File: config.mk
export PLATFORM = sky130hd
export DESIGN_NAME = taken_branch_sampler
export DESIGN_NICKNAME = d
export VERILOG_FILES = /design/src/rtl/tbs_pkg.sv /design/src/rtl/tbs_period_ctr.sv /design/src/rtl/tbs_capture_seq.sv /design/src/rtl/tbs_branch_store.sv /design/src/rtl/taken_branch_sampler.sv
export SDC_FILE = /design/constraint.sdc
export NUM_CORES = 2
export LEC_CHECK = 0
export BUFFER_PORTS_ARGS = -buffer_cell sky130_fd_sc_hd__buf_2
export CAP_MARGIN = 20
export CORE_MARGIN = 2
export CORE_UTILIZATION = 50
export CTS_CLUSTER_SIZE = 30
export DETAILED_ROUTE_END_ITERATION = 6
export PLACE_DENSITY_LB_ADDON = 0.15
export REMOVE_ABC_BUFFERS = 1
export SLEW_MARGIN = 15
export SYNTH_ARGS = -nofsm -noshare
export SYNTH_HDL_FRONTEND = slang
export SYNTH_SLANG_ARGS = --single-unit
File: constraint.sdc
create_clock -name clk -period 5.6 [get_ports clk]
set_clock_uncertainty 0.15 [all_clocks]
set_input_delay 1.12 -clock clk [delete_from_list [all_inputs] [get_ports clk]]
set_output_delay 1.12 -clock clk [all_outputs]
set_load 0.1 [all_outputs]
File: src/rtl/tbs_pkg.sv
package tbs_pkg;
   typedef enum logic [2:0] {
      ST_IDLE  = 3'd0,
      ST_COUNT = 3'd1,
      ST_SKID  = 3'd2,
      ST_CAPT  = 3'd3,
      ST_FULL  = 3'd4
   } tbs_state_e;
endpackage

File: src/rtl/tbs_period_ctr.sv
// Event counter: loaded with minus the period, wraps to zero on overflow.
module tbs_period_ctr #(
   parameter int CNT_W = 32,
   parameter int DEPTH = 16
) (
   input  logic             clk,
   input  logic             rst_n,
   input  logic             evt_i,
   input  logic             cfg_we_i,
   input  logic [CNT_W-1:0] cfg_period_i,
   input  logic             clr_i,
   output logic             accept_o,
   output logic             armed_o,
   output logic             ovf_o,
   output logic             cfg_err_o
);
   localparam logic [CNT_W-1:0] MinPeriod = CNT_W'(DEPTH);
   localparam logic [CNT_W-1:0] AllOnes   = '1;

   logic [CNT_W-1:0] period_q, cnt_q;
   logic             armed_q, err_q;
   logic             reload;

   assign accept_o = cfg_we_i && (cfg_period_i > MinPeriod);
   assign reload   = clr_i && armed_q && !accept_o;

   always_ff @(posedge clk or negedge rst_n) begin
      if (!rst_n) begin
         period_q <= '0;
         cnt_q    <= '0;
         armed_q  <= 1'b0;
         err_q    <= 1'b0;
      end else begin
         err_q <= cfg_we_i && !accept_o;
         if (accept_o) begin
            period_q <= cfg_period_i;
            cnt_q    <= '0 - cfg_period_i;
            armed_q  <= 1'b1;
         end else if (reload) begin
            cnt_q <= '0 - period_q;
         end else if (armed_q && evt_i) begin
            cnt_q <= cnt_q + 1'b1;
         end
      end
   end

   assign armed_o   = armed_q;
   assign cfg_err_o = err_q;
   assign ovf_o     = armed_q && evt_i && (cnt_q == AllOnes) && !accept_o && !clr_i;

   // a rejected write leaves the stored period alone
   p_reject_keeps_period_r5: assert property (@(posedge clk) disable iff (!rst_n)
      (cfg_we_i && !accept_o) |=> $stable(period_q));
   // error flag only follows a write
   p_err_after_write_r5: assert property (@(posedge clk) disable iff (!rst_n)
      cfg_err_o |-> $past(cfg_we_i));
   // the counter is only loaded with an accepted period
   p_period_legal_r8: assert property (@(posedge clk) disable iff (!rst_n)
      armed_q |-> (period_q > MinPeriod));
endmodule

File: src/rtl/tbs_capture_seq.sv
// Sequencer: idle -> count -> (skid) -> capture -> full.
module tbs_capture_seq
   import tbs_pkg::*;
#(
   parameter  int DEPTH  = 16,
   parameter  int SKID   = 0,
   localparam int FILL_W = $clog2(DEPTH + 1)
) (
   input  logic              clk,
   input  logic              rst_n,
   input  logic              restart_i,
   input  logic              stop_i,
   input  logic              ovf_i,
   input  logic              br_vld_i,
   output tbs_state_e        state_o,
   output logic [FILL_W-1:0] fill_o,
   output logic              wr_en_o
);
   localparam logic [FILL_W-1:0] LastSlot = FILL_W'(DEPTH - 1);
   localparam logic [FILL_W-1:0] Full     = FILL_W'(DEPTH);

   tbs_state_e        state_q, state_d;
   logic [FILL_W-1:0] fill_q, fill_d;
   logic              skid_done;

   generate
      if (SKID > 0) begin : g_skid
         localparam int SK_W = $clog2(SKID + 1);
         logic [SK_W-1:0] sk_q;
         always_ff @(posedge clk or negedge rst_n) begin
            if (!rst_n)                  sk_q <= '0;
            else if (state_q != ST_SKID) sk_q <= '0;
            else if (br_vld_i)           sk_q <= sk_q + 1'b1;
         end
         assign skid_done = (state_q == ST_SKID) && br_vld_i && (sk_q == SK_W'(SKID - 1));
         // the skip count never runs past SKID
         p_skid_bound_r7: assert property (@(posedge clk) disable iff (!rst_n)
            (state_q == ST_SKID) |-> (sk_q < SK_W'(SKID)));
      end else begin : g_noskid
         assign skid_done = 1'b0;
      end
   endgenerate

   always_comb begin
      state_d = state_q;
      fill_d  = fill_q;
      if (restart_i) begin
         state_d = ST_COUNT;
         fill_d  = '0;
      end else if (stop_i) begin
         state_d = ST_IDLE;
         fill_d  = '0;
      end else begin
         case (state_q)
            ST_COUNT: if (ovf_i) state_d = (SKID == 0) ? ST_CAPT : ST_SKID;
            ST_SKID:  if (skid_done) state_d = ST_CAPT;
            ST_CAPT: begin
               if (br_vld_i) begin
                  fill_d = fill_q + 1'b1;
                  if (fill_q == LastSlot) state_d = ST_FULL;
               end
            end
            default: ;
         endcase
      end
   end

   always_ff @(posedge clk or negedge rst_n) begin
      if (!rst_n) begin
         state_q <= ST_IDLE;
         fill_q  <= '0;
      end else begin
         state_q <= state_d;
         fill_q  <= fill_d;
      end
   end

   assign state_o = state_q;
   assign fill_o  = fill_q;
   assign wr_en_o = (state_q == ST_CAPT) && br_vld_i && !restart_i && !stop_i;

   // fill level saturates at the depth
   p_fill_bound_r1: assert property (@(posedge clk) disable iff (!rst_n)
      fill_q <= Full);
   // a full store ignores branches until cleared
   p_full_holds_r1: assert property (@(posedge clk) disable iff (!rst_n)
      (state_q == ST_FULL && !restart_i && !stop_i) |=> (state_q == ST_FULL && $stable(fill_q)));
   // nothing is recorded while counting
   p_count_empty_r3: assert property (@(posedge clk) disable iff (!rst_n)
      (state_q == ST_COUNT) |-> (fill_q == '0));
   // overflow leaves the counting state
   p_ovf_arms_r3: assert property (@(posedge clk) disable iff (!rst_n)
      (state_q == ST_COUNT && ovf_i && !restart_i && !stop_i) |=> (state_q != ST_COUNT));
   // overflow itself does not reach the full state
   p_ovf_not_full_r4: assert property (@(posedge clk) disable iff (!rst_n)
      (state_q == ST_COUNT && ovf_i) |=> (state_q != ST_FULL));
   // the full state means a full store
   p_full_means_depth_r4: assert property (@(posedge clk) disable iff (!rst_n)
      (state_q == ST_FULL) |-> (fill_q == Full));
endmodule

File: src/rtl/tbs_branch_store.sv
// Saturating record store with newest-first indexed readout.
module tbs_branch_store #(
   parameter  int DEPTH  = 16,
   parameter  int ADDR_W = 64,
   localparam int IDX_W  = $clog2(DEPTH),
   localparam int FILL_W = $clog2(DEPTH + 1)
) (
   input  logic              clk,
   input  logic              rst_n,
   input  logic              wr_en_i,
   input  logic [FILL_W-1:0] fill_i,
   input  logic [ADDR_W-1:0] src_i,
   input  logic [ADDR_W-1:0] dst_i,
   input  logic [IDX_W-1:0]  rd_idx_i,
   output logic              rd_valid_o,
   output logic [ADDR_W-1:0] rd_src_o,
   output logic [ADDR_W-1:0] rd_dst_o
);
   logic [DEPTH-1:0][ADDR_W-1:0] src_q, dst_q;
   logic [DEPTH-1:0]             slot_we;
   logic [IDX_W-1:0]             slot;

   generate
      for (genvar i = 0; i < DEPTH; i++) begin : g_we
         assign slot_we[i] = wr_en_i && (fill_i == FILL_W'(i));
      end
   endgenerate

   always_ff @(posedge clk or negedge rst_n) begin
      if (!rst_n) begin
         src_q <= '0;
         dst_q <= '0;
      end else begin
         for (int i = 0; i < DEPTH; i++) begin
            if (slot_we[i]) begin
               src_q[i] <= src_i;
               dst_q[i] <= dst_i;
            end
         end
      end
   end

   assign rd_valid_o = FILL_W'(rd_idx_i) < fill_i;
   assign slot       = IDX_W'(fill_i - FILL_W'(1) - FILL_W'(rd_idx_i));
   assign rd_src_o   = rd_valid_o ? src_q[slot] : '0;
   assign rd_dst_o   = rd_valid_o ? dst_q[slot] : '0;

   // no write once every slot is used
   p_no_overwrite_r1: assert property (@(posedge clk) disable iff (!rst_n)
      wr_en_i |-> (fill_i < FILL_W'(DEPTH)));
   // at most one slot written per cycle
   p_one_slot_r1: assert property (@(posedge clk) disable iff (!rst_n)
      $onehot0(slot_we));
endmodule

File: src/rtl/taken_branch_sampler.sv
module taken_branch_sampler
   import tbs_pkg::*;
#(
   parameter  int DEPTH  = 16,
   parameter  int ADDR_W = 64,
   parameter  int CNT_W  = 32,
   parameter  int SKID   = 0,
   localparam int IDX_W  = $clog2(DEPTH),
   localparam int FILL_W = $clog2(DEPTH + 1)
) (
   input  logic              clk,
   input  logic              rst_n,
   input  logic              evt_i,
   input  logic              br_vld_i,
   input  logic [ADDR_W-1:0] br_src_i,
   input  logic [ADDR_W-1:0] br_dst_i,
   input  logic              cfg_we_i,
   input  logic [CNT_W-1:0]  cfg_period_i,
   output logic              cfg_err_o,
   input  logic              clr_i,
   input  logic [IDX_W-1:0]  rd_idx_i,
   output logic              rd_valid_o,
   output logic [ADDR_W-1:0] rd_src_o,
   output logic [ADDR_W-1:0] rd_dst_o,
   output logic              irq_o
);
   generate
      if (DEPTH < 2)             begin : g_bad_depth $error("DEPTH must be at least 2"); end
      if (SKID < 0)              begin : g_bad_skid  $error("SKID must not be negative"); end
      if (CNT_W <= FILL_W)       begin : g_bad_cnt   $error("CNT_W too small for DEPTH"); end
      if (ADDR_W < 1)            begin : g_bad_addr  $error("ADDR_W must be positive"); end
   endgenerate

   logic              accept, armed, ovf, restart, stop, wr_en;
   logic [FILL_W-1:0] fill;
   tbs_state_e        state;

   tbs_period_ctr #(.CNT_W(CNT_W), .DEPTH(DEPTH)) u_ctr (
      .clk          (clk),
      .rst_n        (rst_n),
      .evt_i        (evt_i),
      .cfg_we_i     (cfg_we_i),
      .cfg_period_i (cfg_period_i),
      .clr_i        (clr_i),
      .accept_o     (accept),
      .armed_o      (armed),
      .ovf_o        (ovf),
      .cfg_err_o    (cfg_err_o)
   );

   assign restart = accept || (clr_i && armed);
   assign stop    = clr_i && !armed;

   tbs_capture_seq #(.DEPTH(DEPTH), .SKID(SKID)) u_seq (
      .clk       (clk),
      .rst_n     (rst_n),
      .restart_i (restart),
      .stop_i    (stop),
      .ovf_i     (ovf),
      .br_vld_i  (br_vld_i),
      .state_o   (state),
      .fill_o    (fill),
      .wr_en_o   (wr_en)
   );

   tbs_branch_store #(.DEPTH(DEPTH), .ADDR_W(ADDR_W)) u_store (
      .clk        (clk),
      .rst_n      (rst_n),
      .wr_en_i    (wr_en),
      .fill_i     (fill),
      .src_i      (br_src_i),
      .dst_i      (br_dst_i),
      .rd_idx_i   (rd_idx_i),
      .rd_valid_o (rd_valid_o),
      .rd_src_o   (rd_src_o),
      .rd_dst_o   (rd_dst_o)
   );

   assign irq_o = (state == ST_FULL);

   // a clear drops the interrupt on the next cycle
   p_clear_drops_irq_r8: assert property (@(posedge clk) disable iff (!rst_n)
      clr_i |=> !irq_o);
   // nothing captured before a period was accepted
   p_idle_no_data_r8: assert property (@(posedge clk) disable iff (!rst_n)
      !armed |-> (fill == '0 && !irq_o));
   // interrupt rises only from a store holding DEPTH-1 records plus a branch
   p_irq_rise_r4: assert property (@(posedge clk) disable iff (!rst_n)
      $rose(irq_o) |-> ($past(fill) == FILL_W'(DEPTH - 1) && $past(br_vld_i)));
endmodule

Word level (Yosys, flattened, before mapping)
Index checks and enable logic that the tools add are counted.
- output and inout bits: 131
- bits of input ports: 170
- logic and storage cells: 129
- flip-flop bits (word level): 2122
- order comparisons: 3
- $add $sub $neg: 6
- equality and inequality tests: 22
- reductions and logical operators: 41
- mux-type cells: 19
- operators with widths (cell ; count):
    binary-select mux 64 bit (select 4 bit) ; 2
    2-to-1 mux 64 bit ; 4
    2-to-1 mux 32 bit ; 3
    subtractor 1 x 32 -> 32 bit, first input constant ; 2
    == test 5 x 4 -> 1 bit, second input constant ; 8
    adder 32 x 1 -> 32 bit, second input constant ; 1
    == test 32 bit, second input constant ; 1
    greater-than comparator 32 x 5 -> 1 bit, second input constant ; 1
    logical AND 1 bit ; 28
    == test 5 x 3 -> 1 bit, second input constant ; 4
    2-to-1 mux 5 bit ; 4
    2-to-1 mux 3 bit ; 5
    == test 5 x 2 -> 1 bit, second input constant ; 2
    nonzero test 3 bit ; 3
    != test 4 x 2 -> 1 bit, second input constant ; 2
    case mux 3 bit (2 select lines) ; 1
    adder 5 x 1 -> 5 bit, second input constant ; 1
    == test 5 x 1 -> 1 bit, second input constant ; 1
    zero test 1 bit ; 5
    zero test 5 bit ; 1
    less-than comparator 4 x 5 -> 1 bit ; 1
    less-than comparator 4 x 5 -> 1 bit, second input constant ; 1
    != test 4 x 1 -> 1 bit, second input constant ; 1
    AND reduction 4 bit ; 1
    8 further kinds ; 8

Longest topological paths before layout
- depth in word-level cells: 9
- gate-level depth with buffers: 11

Cells and area by module
Synthesis repeated with hierarchy kept, for this count alone.
- cells, all modules: 6200
- area total of the unflattened synthesis: 98091.6 µm²
- modules (own cells, without submodules) (module ; cells an instance ; area each (µm²) ; times used):
    tbs_branch_store ; 5565 ; 92862.8 ; 1
    tbs_period_ctr ; 592 ; 4790.8 ; 1
    tbs_capture_seq ; 40 ; 411.6 ; 1
    taken_branch_sampler ; 3 ; 26.3 ; 1

Least setup slack after synthesis
Ideal clock, no wire load.
- kind: input to output
- start point: input port rd_idx_i[0]
- end point: output port rd_src_o[51]
- arrival: 5.629 ns
- path buffers: 4
- stages on the path: 10
- setup slack: -1.299 ns
- cells stage by stage: inv_1 ha_1 fa_1 clkbuf_1 clkbuf_1 clkbuf_1 clkbuf_1 mux4_2 mux2i_1 a211oi_1
- longest elaborated chain between the ends: 4
- elaborated cells on any way between the ends: 5
- RTL lines (element ; line ; source):
    start: declaration ; taken_branch_sampler.sv:21 ; input logic [IDX_W-1:0] rd_idx_i,
    subtractor 4 bit ; tbs_branch_store.sv:44 ; assign slot = IDX_W'(fill_i - FILL_W'(1) - FILL_W'(rd_idx_i));
    binary-select mux 64 bit (select 4 bit) ; tbs_branch_store.sv:45 ; assign rd_src_o = rd_valid_o ? src_q[slot] : '0;
    2-to-1 mux 64 bit (not written as such) ; tbs_branch_store.sv:45 ;
    2-to-1 mux 64 bit * ; tbs_branch_store.sv:45 ;
    end: declaration ; taken_branch_sampler.sv:23 ; output logic [ADDR_W-1:0] rd_src_o,
Mark *: on every way between the ends. The rest lies on a longest branch, timed or not. The select of a mux whose other input is x is not followed.

Final worst setup path
- start point: register u_seq.fill_q[0], in the netlist u_seq.fill_o[0]
- end point: output port rd_src_o[1]
- longest elaborated chain between the ends: 5
- elaborated cells on any way between the ends: 6
- RTL lines (element ; line ; source):
    start: declaration ; tbs_capture_seq.sv:23 ; logic [FILL_W-1:0] fill_q, fill_d;
    start signal: assignment ; tbs_capture_seq.sv:74 ; fill_q <= fill_d;
    subtractor 4 x 1 -> 4 bit ; tbs_branch_store.sv:44 ;
    subtractor 4 bit ; tbs_branch_store.sv:44 ;
    binary-select mux 64 bit (select 4 bit) ; tbs_branch_store.sv:45 ;
    2-to-1 mux 64 bit (not written as such) ; tbs_branch_store.sv:45 ;
    2-to-1 mux 64 bit * ; tbs_branch_store.sv:45 ;
Marked as above.

==> results.sh <==
export IMPL_outcome="finished, final reports clean"
export IMPL_hold_class="in -> async"
export IMPL_multi_input_area_um2=42130
export IMPL_grt_use_met1_pct=35.37
export IMPL_async_reset_ff_share_pct=100.0
export IMPL_maxSlewViolCount=0
export IMPL_critPathMaxFanout=26
export IMPL_max_freq_mhz=182.1
export IMPL_grt_start_max_net_pins=160
export IMPL_synth_cell_types=60
export IMPL_hpwl_um=141900
export IMPL_syn_inst=6337
export IMPL_overflow=0
export IMPL_place_congestion=0.7971
export IMPL_worstPathCellList="ha_4 > fa_4 > buf_12 > buf_12 > buf_16 > mux4_2 > nor2b_1 > a211oi_1 > a211oi_1 > buf_4 > buf_12"
export IMPL_clkTransAtPathRegs_ns=0.06
export IMPL_endpoint_kind="output pin"
export IMPL_synth_edf_count=0
export IMPL_drtAntennaViolNets=0
export IMPL_maxSlewHeadroom_pct=27.66
export IMPL_rsz0062_at_grt="true"
export IMPL_routed_wl_um=246900
export IMPL_r2r_slack_ns=2.42
export IMPL_finalHoldViolations=0
export IMPL_layout_setup_ws_ns=0.1099
export IMPL_p_leak_nw=56.96
export IMPL_clk_latency_ns=0.86
export IMPL_path_delay_family="adder cells"
export IMPL_final_layout_size_suffix_gt1_share_pct=29.60
export IMPL_synth_main_ff_cell="dfrtp_1"
export IMPL_crit_type="reg -> out"
export IMPL_path_common_cell="buf_12"
export IMPL_ys_warn_count=0
export IMPL_drcViolationCount=0
export IMPL_core_um2=194400
export IMPL_cts_htree_levels=4
export IMPL_ys_ff_latch=2122
export IMPL_vias=56380
export IMPL_seqCellArea_um2=53100
export IMPL_first_pass_iters=5
export IMPL_cpPeakStageDelay_ns=0.81
export IMPL_crit_path_start_kind="register"
export IMPL_num_rows=162
export IMPL_setup_viol=0
export IMPL_ys_seq_area_share_pct=54.48
export IMPL_worst_ep_required_time_ns=4.33
export IMPL_use_met3_pct=3.918
export IMPL_drv_cap=0
export IMPL_grt_pass1_vias=60260
export IMPL_via_per_inst=6.026
export IMPL_cts_buffers=224
export IMPL_dpl_worst_slack_ns=-0.03682
export IMPL_cts_hold_buf=0
export IMPL_gr_max_usage_layer="met2"
export IMPL_arrival_ns=4.22
export IMPL_cts_path_max_buffers=3
export IMPL_io_buffers=300
export IMPL_grt_usage_pct=25.29
export IMPL_finalPower_mw=32.58
export IMPL_powerDensity_nw_per_um2=287.4
export IMPL_chipHeight_um=445.5
export IMPL_synth_area_um2=97470
export IMPL_finalCriticalPeriod_ns=5.490
export IMPL_stdcell_count=9356
export IMPL_grt_util_met2_pct=41.33
export IMPL_dp_cells=8941
export IMPL_final_nets=6815
export IMPL_avgRoutedWirePerCell_um=26.39
export IMPL_syn_avg_cell_area_um2=15.38
export IMPL_clock_sinks=2122
export IMPL_mostFrequentLayoutCells="2121 x dfrtp_1, 1594 x mux2_1, 512 x mux4_2"
export IMPL_drtIter0Drc=3555
export IMPL_critical_path_slowest_cell="fa_4"
export IMPL_tritoncts="yes"
export IMPL_worst_pin_slew_ns=1.085
export IMPL_nFillCells=14990
export IMPL_fin_crit_sh_pct=98.04
export IMPL_final_common_cell="dfrtp_1"
export IMPL_ios=301
export IMPL_clockRootBuffer="clkbuf_16"
export IMPL_grt_first_pass_wirelength_um=383200
export IMPL_die_area_um2=198500
export IMPL_start_util_pct=50.14
export IMPL_die_w_um=445.5
export IMPL_areaGrowthSynthToFinish_pct=16.30
export IMPL_setup_tns_final_ns=0
export IMPL_critPathBufInv=5
export IMPL_ir_worst_vdd_mv=0.3126
export IMPL_antenna_found_initial=50
[layout make-up]
type                       count  share of cell area, %
tap                         2542                  2.806
sequential                  2122                  46.84
clock inverter                73                 0.8444
clock buffer                 326                  5.823
inverter                      19                0.06291
antenna                       11                0.02428
multi-input combinational   3617                  37.16
timing repair buffer         646                  6.433
[cells by family after synthesis]
| family | Yosys count | share of synthesized area [%] |
|---|---|---|
| mux | 2699 | 36.92 |
| flops | 2122 | 54.48 |
| buf+inv | 598 | 2.562 |
| simple gates | 492 | 2.610 |
| compound gates | 339 | 2.585 |
| xor+xnor | 72 | 0.6470 |
| fa+ha+maj | 15 | 0.2003 |
[synthesized netlist by cell type, types with 5 or more instances]
master | n | area (um2)
mux2_1 | 1594 | 17950
ha_1 | 14 | 175.2
mux2_2 | 454 | 5112
or3_1 | 16 | 100.1
o211ai_1 | 11 | 82.58
nor2b_1 | 131 | 819.5
o21ai_0 | 15 | 75.07
nor2_1 | 44 | 165.2
a211oi_1 | 259 | 1944
buf_1 | 78 | 292.8
a21oi_1 | 14 | 70.07
nor4_1 | 26 | 162.7
a31oi_1 | 5 | 31.28
xor2_1 | 21 | 183.9
nor3_1 | 33 | 165.2
inv_1 | 19 | 71.32
mux2i_1 | 139 | 1391
buf_2 | 196 | 980.9
or4_1 | 10 | 75.07
and3_1 | 9 | 56.30
nand3_1 | 35 | 175.2
nand4_1 | 15 | 93.84
xnor2_1 | 51 | 446.7
mux4_2 | 512 | 11530
clkbuf_1 | 303 | 1137
dfrtp_1 | 2122 | 53100
nand2_1 | 151 | 566.8
[sequential cells by signal, indices dropped and copies added, names as in the netlist]
register and flops:
u_ctr.period_q 32, u_seq.fill_o 5, u_ctr.cnt_q 32, u_seq.state_o 3
u_ctr.cfg_err_o 1, u_store.dst_q 1024, u_store.src_q 1024, u_ctr.armed_o 1
[timing repair]
item	in CTS	in global routing
resized for setup	7	9
buffers inserted	0	5
setup endpoints to repair	22	19
hold endpoints to repair	0	0
[metrics by stage]
step	hold slack [ns]	utilization, %	instance area [um2]
2_1_floorplan	0.3030	-	95050
3_3_place_gp	0.3122	54.35	105600
3_5_place_dp	0.3197	54.36	105700
4_1_cts	0.1384	58.26	113200
5_1_grt	0.1600	58.32	113400
6_report	0.1020	58.32	113400
[routing by layer]
| metal | vias to the layer above | share of wire [%] |
|---|---|---|
| met1 | 30730 | 45 |
| met3 | 371 | 3.9 |
| met2 | 1017 | 49 |
| met4 | 38 | 2.4 |
| met5 | - | 0.098 |
| li1 | 24220 | - |
[final timing paths]
check,start,end,depth (start not counted)
max reg2reg,u_seq.fill_o[1]$_DFFE_PN0P_,u_store.dst_q[1009]$_DFFE_PN0P_,7
max in group asynchronous,rst_n,u_store.src_q[607]$_DFFE_PN0P_,2
min reg2reg,u_store.dst_q[684]$_DFFE_PN0P_,u_store.dst_q[684]$_DFFE_PN0P_,1
min in group clk,u_store.dst_q[684]$_DFFE_PN0P_,u_store.dst_q[684]$_DFFE_PN0P_,1
max,u_seq.fill_o[0]$_DFFE_PN0P_,rd_src_o[1],11
min,rst_n,u_ctr.period_q[22]$_DFFE_PN0N_,1
[report_power, final]
group | switching, mW | internal (mW)
sequential | 0.0618 | 15.4
clock | 6.16 | 9.00
combinational | 1.35 | 0.625
(Power assumes the default switching activity.)
